===== config.mk =====
export PLATFORM = sky130hd
export DESIGN_NAME = uart_rx_host
export DESIGN_NICKNAME = d
export VERILOG_FILES = /design/src/rtl/uart_rx_pkg.sv /design/src/rtl/uart_rx_fifo.sv /design/src/rtl/uart_rx_tmo.sv /design/src/rtl/uart_rx_intid.sv /design/src/rtl/uart_rx_host.sv
export SDC_FILE = /design/constraint.sdc
export NUM_CORES = 1
export LEC_CHECK = 0
export ABC_AREA = 1
export BUFFER_PORTS_ARGS = -buffer_cell sky130_fd_sc_hd__buf_2
export CORE_MARGIN = 2
export CORE_UTILIZATION = 50
export DETAILED_ROUTE_END_ITERATION = 16
export GPL_TIMING_DRIVEN = 0
export PLACE_DENSITY = 0.69
export SETUP_SLACK_MARGIN = 0.4
export SYNTH_ARGS = -nofsm -noshare
export SYNTH_HDL_FRONTEND = slang
export SYNTH_HIERARCHICAL = 1
export SYNTH_SLANG_ARGS = --single-unit

===== constraint.sdc =====
create_clock -name clk -period 7.8 [get_ports clk]
set_input_delay 1.17 -clock clk [delete_from_list [all_inputs] [get_ports clk]]
set_output_delay 1.17 -clock clk [all_outputs]
set_load 0.02 [all_outputs]

===== src/rtl/uart_rx_pkg.sv =====
package uart_rx_pkg;
   localparam logic [3:0] ID_NONE = 4'h1;
   localparam logic [3:0] ID_LSTAT = 4'h6;
   localparam logic [3:0] ID_DATA = 4'h4;
   localparam logic [3:0] ID_TMO = 4'hC;

   localparam logic [2:0] A_DATA = 3'd0;
   localparam logic [2:0] A_IEN = 3'd1;
   localparam logic [2:0] A_ID = 3'd2;
   localparam logic [2:0] A_LCTL = 3'd3;
   localparam logic [2:0] A_LSTAT = 3'd5;

   function automatic logic [4:0] trig_level(input logic [1:0] sel);
      case (sel)
         2'b00: trig_level = 5'd1;
         2'b01: trig_level = 5'd4;
         2'b10: trig_level = 5'd8;
         default: trig_level = 5'd14;
      endcase
   endfunction
endpackage


===== src/rtl/uart_rx_fifo.sv =====
module uart_rx_fifo #(
   parameter int DEPTH = 16,
   parameter int WIDTH = 11,
   localparam int AW = $clog2(DEPTH),
   localparam int CW = AW + 1
) (
   input  logic             clk,
   input  logic             rst_n,
   input  logic             clr,
   input  logic             push,
   input  logic [WIDTH-1:0] din,
   input  logic             pop,
   output logic [WIDTH-1:0] dout,
   output logic [CW-1:0]    fill,
   output logic             empty,
   output logic             full
);
   if (DEPTH < 2 || (DEPTH & (DEPTH - 1)) != 0) begin : g_bad_depth
      $error("uart_rx_fifo: DEPTH must be a power of two");
   end

   logic [WIDTH-1:0] mem [DEPTH];
   logic [AW-1:0]    wr_ptr, rd_ptr;
   logic             do_push, do_pop;

   assign empty   = (fill == '0);
   assign full    = (fill == CW'(DEPTH));
   assign do_push = push && !full;
   assign do_pop  = pop && !empty;
   assign dout    = mem[rd_ptr];

   always_ff @(posedge clk) begin
      if (do_push) mem[wr_ptr] <= din;
   end

   always_ff @(posedge clk or negedge rst_n) begin
      if (!rst_n) begin
         wr_ptr <= '0;
         rd_ptr <= '0;
         fill   <= '0;
      end else if (clr) begin
         wr_ptr <= '0;
         rd_ptr <= '0;
         fill   <= '0;
      end else begin
         if (do_push) wr_ptr <= wr_ptr + 1'b1;
         if (do_pop) rd_ptr <= rd_ptr + 1'b1;
         fill <= fill + CW'(do_push) - CW'(do_pop);
      end
   end
endmodule


===== src/rtl/uart_rx_tmo.sv =====
module uart_rx_tmo #(
   parameter int CHARS = 4,
   localparam int CNTW = (CHARS < 2) ? 1 : $clog2(CHARS)
) (
   input  logic clk,
   input  logic rst_n,
   input  logic clr,
   input  logic restart,
   input  logic has_data,
   input  logic tick,
   output logic pend
);
   if (CHARS == 0) begin : g_off
      assign pend = 1'b0;
   end else begin : g_on
      localparam logic [CNTW-1:0] LAST = CNTW'(CHARS - 1);
      logic [CNTW-1:0] cnt;
      logic            pend_q;
      always_ff @(posedge clk or negedge rst_n) begin
         if (!rst_n) begin
            cnt    <= '0;
            pend_q <= 1'b0;
         end else if (clr || restart || !has_data) begin
            cnt    <= '0;
            pend_q <= 1'b0;
         end else if (tick && !pend_q) begin
            if (cnt == LAST) pend_q <= 1'b1;
            else cnt <= cnt + 1'b1;
         end
      end
      assign pend = pend_q;
   end
endmodule


===== src/rtl/uart_rx_intid.sv =====
module uart_rx_intid
   import uart_rx_pkg::*;
(
   input  logic       en_rx,
   input  logic       en_ls,
   input  logic       ls_pend,
   input  logic       data_pend,
   input  logic       tmo_pend,
   output logic [3:0] id,
   output logic       irq
);
   always_comb begin
      id = ID_NONE;
      if (en_ls && ls_pend) id = ID_LSTAT;
      else if (en_rx && data_pend) id = ID_DATA;
      else if (en_rx && tmo_pend) id = ID_TMO;
   end
   assign irq = (en_ls && ls_pend) || (en_rx && (data_pend || tmo_pend));
endmodule


===== src/rtl/uart_rx_host.sv =====
module uart_rx_host
   import uart_rx_pkg::*;
#(
   parameter int FIFO_DEPTH = 16,
   parameter int TMO_CHARS = 4
) (
   input  logic        clk,
   input  logic        rst_n,
   input  logic        cs_n,
   input  logic        rd_n,
   input  logic        wr_n,
   input  logic [2:0]  addr,
   input  logic [7:0]  wdata,
   output logic [7:0]  rdata,
   input  logic        rx_valid,
   input  logic [7:0]  rx_data,
   input  logic [2:0]  rx_err,
   input  logic        char_tick,
   output logic        irq,
   output logic        rxrdy_n,
   output logic [15:0] baud_div
);
   localparam int CW = $clog2(FIFO_DEPTH) + 1;
   localparam int EW = 11;

   if (FIFO_DEPTH < 16) begin : g_bad_depth
      $error("uart_rx_host: FIFO_DEPTH must hold the 14-byte trigger");
   end

   logic          rd_act, wr_act, rd_q, wr_q, rd_pulse, wr_pulse;
   logic [7:0]    lcr, dll, dlh;
   logic [3:0]    ier;
   logic          fifo_en, dma1;
   logic [1:0]    trig_sel;
   logic          dlab, rhr_rd, fifo_clr;
   logic [EW-1:0] head;
   logic [CW-1:0] fill, err_cnt, trig;
   logic          empty, full, tmo_pend, data_pend, ls_pend, err_any, rdy_q;
   logic [2:0]    head_err;
   logic [3:0]    id;
   logic [7:0]    lsr;

   // strobe overlap detection: one access per overlap of select and strobe
   assign rd_act   = !cs_n && !rd_n;
   assign wr_act   = !cs_n && !wr_n;
   assign rd_pulse = rd_act && !rd_q;
   assign wr_pulse = wr_act && !wr_q;
   assign dlab     = lcr[7];
   assign rhr_rd   = rd_pulse && addr == A_DATA && !dlab;
   assign fifo_clr = wr_pulse && addr == A_ID && wdata[1];

   always_ff @(posedge clk or negedge rst_n) begin
      if (!rst_n) begin
         rd_q <= 1'b0;
         wr_q <= 1'b0;
      end else begin
         rd_q <= rd_act;
         wr_q <= wr_act;
      end
   end

   always_ff @(posedge clk or negedge rst_n) begin
      if (!rst_n) begin
         lcr      <= '0;
         dll      <= '0;
         dlh      <= '0;
         ier      <= '0;
         fifo_en  <= 1'b0;
         dma1     <= 1'b0;
         trig_sel <= '0;
      end else if (wr_pulse) begin
         case (addr)
            A_DATA: if (dlab) dll <= wdata;
            A_IEN: begin
               if (dlab) dlh <= wdata;
               else ier <= wdata[3:0];
            end
            A_ID: begin
               fifo_en  <= wdata[0];
               dma1     <= wdata[3];
               trig_sel <= wdata[7:6];
            end
            A_LCTL: lcr <= wdata;
            default: ;
         endcase
      end
   end

   uart_rx_fifo #(.DEPTH(FIFO_DEPTH), .WIDTH(EW)) u_fifo (
      .clk(clk), .rst_n(rst_n), .clr(fifo_clr),
      .push(rx_valid), .din({rx_err, rx_data}),
      .pop(rhr_rd), .dout(head),
      .fill(fill), .empty(empty), .full(full)
   );

   uart_rx_tmo #(.CHARS(TMO_CHARS)) u_tmo (
      .clk(clk), .rst_n(rst_n), .clr(fifo_clr),
      .restart(rhr_rd || rx_valid), .has_data(!empty),
      .tick(char_tick), .pend(tmo_pend)
   );

   // count of queued bytes that carry any error flag
   always_ff @(posedge clk or negedge rst_n) begin
      if (!rst_n) err_cnt <= '0;
      else if (fifo_clr) err_cnt <= '0;
      else err_cnt <= err_cnt + CW'(rx_valid && !full && |rx_err)
                              - CW'(rhr_rd && !empty && |head[10:8]);
   end

   assign err_any   = (err_cnt != '0);
   assign head_err  = empty ? 3'b000 : head[10:8];
   assign trig      = fifo_en ? CW'(trig_level(trig_sel)) : CW'(1);
   assign data_pend = (fill >= trig);
   assign ls_pend   = |head_err;
   assign lsr       = {err_any, 1'b1, 1'b1, head_err, 1'b0, !empty};

   uart_rx_intid u_intid (
      .en_rx(ier[0]), .en_ls(ier[2]),
      .ls_pend(ls_pend), .data_pend(data_pend), .tmo_pend(tmo_pend),
      .id(id), .irq(irq)
   );

   // multi-transfer request: latched at trigger or timeout, released on empty
   always_ff @(posedge clk or negedge rst_n) begin
      if (!rst_n) rdy_q <= 1'b0;
      else if (fifo_clr || empty) rdy_q <= 1'b0;
      else if (data_pend || tmo_pend) rdy_q <= 1'b1;
   end

   always_comb begin
      if (fifo_en && dma1)
         rxrdy_n = !((rdy_q || data_pend || tmo_pend) && !empty && !err_any);
      else
         rxrdy_n = empty;
   end

   always_comb begin
      case (addr)
         A_DATA:  rdata = dlab ? dll : head[7:0];
         A_IEN:   rdata = dlab ? dlh : {4'b0000, ier};
         A_ID:    rdata = {fifo_en, fifo_en, 2'b00, id};
         A_LCTL:  rdata = lcr;
         A_LSTAT: rdata = lsr;
         default: rdata = 8'h00;
      endcase
   end

   assign baud_div = {dlh, dll};
endmodule


=== Word-level counts from Yosys, hierarchy flattened ===
Memories as Yosys holds them, arrays and structs flattened.
Index checks and enable logic that the tools add are counted.

* Output and inout bits: 26
* Input bits: 29
* Flip-flop bits (word level): 56
* Memories kept: 1
* Memory bits (writable): 176
* Word-level logic and storage cells: 119

* Eq/ne operators: 9
* Bitwise operators: 1
* Reduce and logical (&&, ||, !) cells: 58
* Mux-type cells: 26
* Add/subtract/negate cells: 7
* Order comparisons: 1

{| class="wikitable"
|+ Memory list
! memory !! depth !! bits a word !! rd ports !! clocked after Yosys merged registers in !! write ports !! RTL line !! source
|-
| u_fifo.mem || 16 || 11 || 1 || 0 || 1 || uart_rx_fifo.sv:22 || <nowiki>logic [WIDTH-1:0] mem [DEPTH];</nowiki>
|}

{| class="wikitable"
|+ Operators with widths
! operator !! number
|-
| $pmux W8 S5 || 1
|-
| $mux W4 || 7
|-
| $logic_and A1 B1 Y1 || 20
|-
| $mux W8 || 2
|-
| $mux W5 || 3
|-
| $pmux W4 S3 || 1
|-
| $logic_not A1 Y1 || 11
|-
| $add A5 B1 Y5 || 2
|-
| $reduce_bool A2 Y1 || 5
|-
| $sub A5 B1 Y5 || 2
|-
| $reduce_and A3 Y1 || 3
|-
| $reduce_or A3 Y1 || 3
|-
| $add A4 B1 Y4 const B || 2
|-
| $logic_or A1 B1 Y1 || 8
|-
| $mux W1 || 8
|-
| $reduce_and A2 Y1 || 4
|-
| $eq A3 B2 Y1 const B || 2
|-
| $mux W2 || 3
|-
| $eq A5 B5 Y1 const B || 1
|-
| $ge A5 B5 Y1 || 1
|-
| $logic_not A5 Y1 || 1
|-
| $reduce_bool A5 Y1 || 1
|-
| $eq A2 B2 Y1 const B || 2
|-
| $eq A3 B1 Y1 const B || 1
|-
| other kinds (8) || 8
|}

=== Longest topological paths before layout ===
* Depth in word-level cells: 10
* Gate-level depth with buffers: 19
* Gate-level depth less buffers: 17

=== Cells and area by module ===
Netlist, hierarchy kept.

{| class="wikitable"
|+ Modules (own cells, without submodules)
! module !! cells each !! area each (µm²) !! times used !! seq. area each (µm²)
|-
| uart_rx_fifo || 818 || 8354.3 || 1 || 5610.4
|-
| uart_rx_host || 300 || 2311.0 || 1 || 1001.0
|-
| uart_rx_tmo || 21 || 172.7 || 1 || 75.1
|-
| uart_rx_intid || 10 || 50.0 || 1 || 0.0
|}

=== Worst setup path after synthesis ===
No wires, ideal clock.

* Path type: input to register
* Start: in addr[1]
* End: reg u_fifo.fill[4]
* Data required time: 7.681 ns
* Stages on the path: 16
* Arrival: 3.150 ns
* Setup slack: 4.531 ns
* Setup time: 0.119 ns
* Buffers on the path: 0
* Path through: inv_1 > nand3_1 > inv_1 > nand3_1 > inv_1 > nand2_1 > inv_1 > ha_1 > inv_1 > ha_1 > inv_1 > fa_1 > inv_1 > nand3_1 > a21oi_1 > nor2_1

* Longest elaborated chain between the ends: 6
* Elaborated cells between the ends (all ways): 9
* Classes of those cells: 1 x add/sub; 1 x eq/ne; 1 x mux; 6 x reduce/logical

{| class="wikitable"
|+ Ends and longest elaborated chain
! item !! RTL line !! source
|-
| start, declared || uart_rx_host.sv:12 || <nowiki>input logic [2:0] addr,</nowiki>
|-
| $logic_not A3 Y1 || uart_rx_host.sv:49 || <nowiki>assign rhr_rd = rd_pulse && addr == A_DATA && !dlab;</nowiki>
|-
| $logic_and A1 B1 Y1 (2 in a row) || uart_rx_host.sv:49 ||
|-
| net rhr_rd || uart_rx_host.sv:35 || <nowiki>logic dlab, rhr_rd, fifo_clr;</nowiki>
|-
| $logic_and A1 B1 Y1 || uart_rx_fifo.sv:29 || <nowiki>assign do_pop = pop && !empty;</nowiki>
|-
| $sub A5 B1 Y5 || uart_rx_fifo.sv:48 || <nowiki>fill <= fill + CW'(do_push) - CW'(do_pop);</nowiki>
|-
| $mux W5 || uart_rx_fifo.sv:41 || <nowiki>end else if (clr) begin</nowiki>
|-
| end signal, assigned || uart_rx_fifo.sv:48 ||
|-
| end, declared || uart_rx_fifo.sv:14 || <nowiki>output logic [CW-1:0] fill,</nowiki>
|}

The timed path passes the listed nets, and every way through them passes these cells.
A chain may end at the register's enable or synchronous reset.

=== Worst setup path in the final report ===
* Start: reg u_fifo.rd_ptr[0]
* End: out rdata[1]

* Longest elaborated chain between the ends: 6
* Elaborated cells between the ends (all ways): 7
* Classes of those cells: 4 x mux; 2 x reduce/logical; 1 x memory

{| class="wikitable"
|+ Ends and longest elaborated chain
! item !! RTL line !! source
|-
| start, declared || uart_rx_fifo.sv:23 || <nowiki>logic [AW-1:0] wr_ptr, rd_ptr;</nowiki>
|-
| start signal, assigned || uart_rx_fifo.sv:47 || <nowiki>if (do_pop) rd_ptr <= rd_ptr + 1'b1;</nowiki>
|-
| $mem_v2 Z16 W11 || - ||
|-
| net head[9] || uart_rx_host.sv:36 || <nowiki>logic [EW-1:0] head;</nowiki>
|-
| $mux W3 || uart_rx_host.sv:111 || <nowiki>assign head_err = empty ? 3'b000 : head[10:8];</nowiki>
|-
| $reduce_or A3 Y1 || uart_rx_host.sv:114 || <nowiki>assign ls_pend = |head_err;</nowiki>
|-
| net ls_pend || uart_rx_host.sv:38 || <nowiki>logic empty, full, tmo_pend, data_pend, ls_pend, err_any, rdy_q;</nowiki>
|-
| $logic_and A1 B1 Y1 || uart_rx_intid.sv:14 || <nowiki>if (en_ls && ls_pend) id = ID_LSTAT;</nowiki>
|-
| $mux W4 || uart_rx_intid.sv:14 ||
|-
| net id[1] || uart_rx_host.sv:40 || <nowiki>logic [3:0] id;</nowiki>
|-
| $pmux W8 S5 || uart_rx_host.sv:138 || <nowiki>case (addr)</nowiki>
|-
| end, declared || uart_rx_host.sv:14 || <nowiki>output logic [7:0] rdata,</nowiki>
|}

The timed path passes the listed nets, and every way through them passes these cells.

==> impl_results.md <==
* Cell Pwr Density at 313 nW/µm²
* Period minus WS final at approximately 4200 ps
* Internal cell power at 2.56 mW
* Sequential share of power at 0.410
* Sw Share at 0.337
* RSZ-0062 raised after global routing: no
* Grt ovf at 0
* Setup ws final at between 3000 and 4000 ps
* R2R setup slack at 4410 ps
* Std-Cell Rows at 53
* Synthesis-to-layout area growth at 13.4%
* Die area at around 23000 µm²
* Syn nets at about 1200
* Synthesized area at 10900 µm²
* Hold Path Origin: lcr[1]
* Vias at 7855
* R2R depth at 19
* Core ar. at about 21000 µm²
* Synth Register Bits at roughly 230
* Vias/cell at a little over 5
* CTS root buffer: clkbuf_16
* WHS Path Cells at 2
* Die height at roughly 150 µm
* Total iterations of the first detailed-routing run at 5
* Hold WC Path Type: reg -> reg
* Initial Util at 0.513
* CTS buffer count at 26
* Share of cells above drive strength 1 at 0.120
* Filler cell count at roughly 1900
* Pre-CTS WS at 3960 ps
* Mapped Cells at about 1100
* WS Path Type: reg -> out
* Psw at 1.30 mW
* H-tree depth at 1
* Largest net degree at the start of global routing at between 50 and 60
* Reg2reg end: err_cnt[4]
* Syn avg cell area at 9.48 µm²
* Routed WL per cell at 17.0 µm
* Overall routing resource usage at 0.233
* Post-CTS Resized at 0
* Sequential-to-total area share from yosys stat at 0.614
* Worst-skew pair later-pin latency at approximately 540 ps
* CTS tree: yes
* Die Span X at roughly 150 µm
* Hold Buf Count CTS at 0
* Final setup fails at 0
* Peak VDD IR at about 0.23 mV
* Placed Area at ~12000 µm²
* Max Freq at 238 MHz
* CTS max path bufs at 3
* Final hold vios at 0
* Clk_skew at ~22 ps
* Final wirelength at roughly 26000 µm
* Worst slew pin tran at between 1000 and 1500 ps
* Hold EP: lcr[1]
* Final estimated routing congestion in global placement at 0.825
* Ant diodes at 0
* CP Max Fanout at 10
* R2r startpoint: u_fifo/rd_ptr[0]
* Startpoint Class: register
* IO Port Bufs at 54
* Final Instance Area at 12300 µm²
* Tcrit/Tclk final at 0.539
* Antenna-violating nets left at 0
* Crit end category: primary output
* Final slew viol count at 0
* DP Wirelength at roughly 18000 µm
* Worst EP required at roughly 6600 ps
* Synth cell types at 37
* Worst setup path start: u_fifo/rd_ptr[0]
* Share of power burned in combinational logic at 0.281
* Worst-path clk slew at roughly 60 ps
* Yosys Warn Count at 6
* Status: finished clean
* Nets at 1284
* Initial antenna violation count at 0
* Clock share of power at 0.309
* Clk sink count at approximately 230
* Drt initial violations at between 600 and 700
* Setup TNS at 0 ps
* Leakage power at around 5.6 nW
* Post-CTS Setup Bufs at 0
* Number of global-route vias before repair at roughly 7400
* Slew headroom at 0.215
* IO Pins at between 50 and 60
* First-pass GRT wire length at around 40000 µm
* Total of max-cap violations at 0
* Critical Path AT at about 3000 ps
* DRC Markers at 0
critical path, stage by stage, from the launching register on:
cell     delay (ps)
dfrtp_1         380
buf_4           170
buf_6           160
buf_4           190
nand2_1          60
nand2_1          70
nand2_1          60
nand3_1          90
nand2_1         180
nand2_1         140
nor3_1          270
nor2_1           80
nand2_2         110
inv_1            50
nand2_1          70
nand2_1          60
a21oi_1         110
o21ai_0          90
buf_2           160
cell usage in the layout (no fill, tap or decap), types with 6 or more instances in the layout:
cell type  count
nand4_1       14
buf_6         12
nand2_2        6
inv_2          6
ha_1          22
clkbuf_16     26
clkbuf_1      14
nand2_1      386
nor2_1       120
xor2_1         6
dfrtp_1       56
o21ai_0       36
edfxtp_1     176
buf_2         63
a21oi_1       21
inv_1        139
buf_4         10
nand3_1       95
layer usage:
layer / part of all wire / GRT usage / wire [µm] / vias to the layer above
met1: 0.45 / 0.343 / 11600 / 3706
met2: 0.46 / 0.374 / 11900 / 243
met5: 0 / 0 / 0 / -
li1: - / - / - / 3866
met3: 0.071 / 0.0266 / 1830 / 40
met4: 0.022 / 0.0593 / 572 / 0
worst max-delay path by stage:
stage                                 to  slack, ps  cells after the start
after global placement        err_cnt[4]       3980                     14
after floorplan           u_fifo/fill[4]       4530                     16
after global routing            rdata[1]       3370                     18
after detailed placement  u_fifo/fill[4]       3960                     17
final                           rdata[1]       3590                     18
after CTS                       rdata[2]       3580                     16
area by class of cell:
cell class / count / area [µm²] / area share
well taps: 275 / 344 / 0.0279
plain buffers: 40 / 287 / 0.0232
clock inverters: 16 / 170 / 0.0138
flip-flops and latches: 232 / 6690 / 0.541
multi-input cells: 731 / 3370 / 0.273
inverters: 146 / 548 / 0.0444
clock buffers: 32 / 673 / 0.0545
repair buffers: 54 / 273 / 0.0221
sequential cells by signal (all words and copies together), names as in the netlist, 4 cells and up:
| signal | flops |
|---|---|
| u_fifo/mem | 176 |
| dlh | 8 |
| dll | 8 |
| lcr | 8 |
| err_cnt | 5 |
| u_fifo/fill | 5 |
| ier | 4 |
| u_fifo/rd_ptr | 4 |
| u_fifo/wr_ptr | 4 |
power by group through the flow:
stage	logic [mW]	clock network, mW	registers (mW)
3_3_place_gp	1.05	0	1.60
6_report	1.09	1.19	1.58
5_1_grt	1.23	1.27	1.60
2_1_floorplan	0.720	0	1.61
3_5_place_dp	1.07	0	1.61
4_1_cts	1.08	1.21	1.58
metrics by stage:
step           utilization  power, mW  hold slack, ps  instances
6_report             0.582       3.86             487       1526
5_1_grt              0.582       4.09             506       1526
4_1_cts              0.582       3.87             478       1526
3_5_place_dp         0.542       2.68             464       1478
3_3_place_gp         0.542       2.65             454       1478
2_1_floorplan            -       2.33             442       1149
cell usage after synthesis:
master	number	area, µm²
nor2_2	1	6.26
o21ai_0	36	180
nor2_1	120	450
nor2b_1	1	6.26
a21oi_2	2	17.5
nand2_2	6	37.5
fa_1	2	40.0
buf_4	9	67.6
nor3_4	1	16.3
nand3_1	95	475
inv_2	6	22.5
nor2_8	1	20.0
nand4_1	14	87.6
o21ai_1	1	5.00
edfxtp_1	176	5290
buf_6	12	135
nor3b_2	1	12.5
nand3_2	1	10.0
dfrtp_1	56	1400
clkinv_1	1	3.75
o21ai_2	2	17.5
nor3_1	2	10.0
xor2_1	6	52.6
a21oi_1	21	105
nor3_2	1	10.0
o31ai_1	1	7.51
nor2_4	4	45.0
nand2_4	1	11.3
buf_2	10	50.1
nand2_1	386	1450
and2_1	1	6.26
inv_1	139	522
ha_1	22	275
a31oi_1	1	6.26
clkbuf_1	8	30.0
buf_1	1	3.75
o22ai_1	1	6.26
kinds of logic after synthesis:
kind of cell    Yosys count  synth area share
compound gates           65            0.0317
xor+xnor                  6           0.00483
fa+ha+maj                24            0.0290
buf+inv                 186            0.0766
flops                   232             0.614
simple gates            636             0.244
Note: power is estimated with default switching activity, not from simulation.
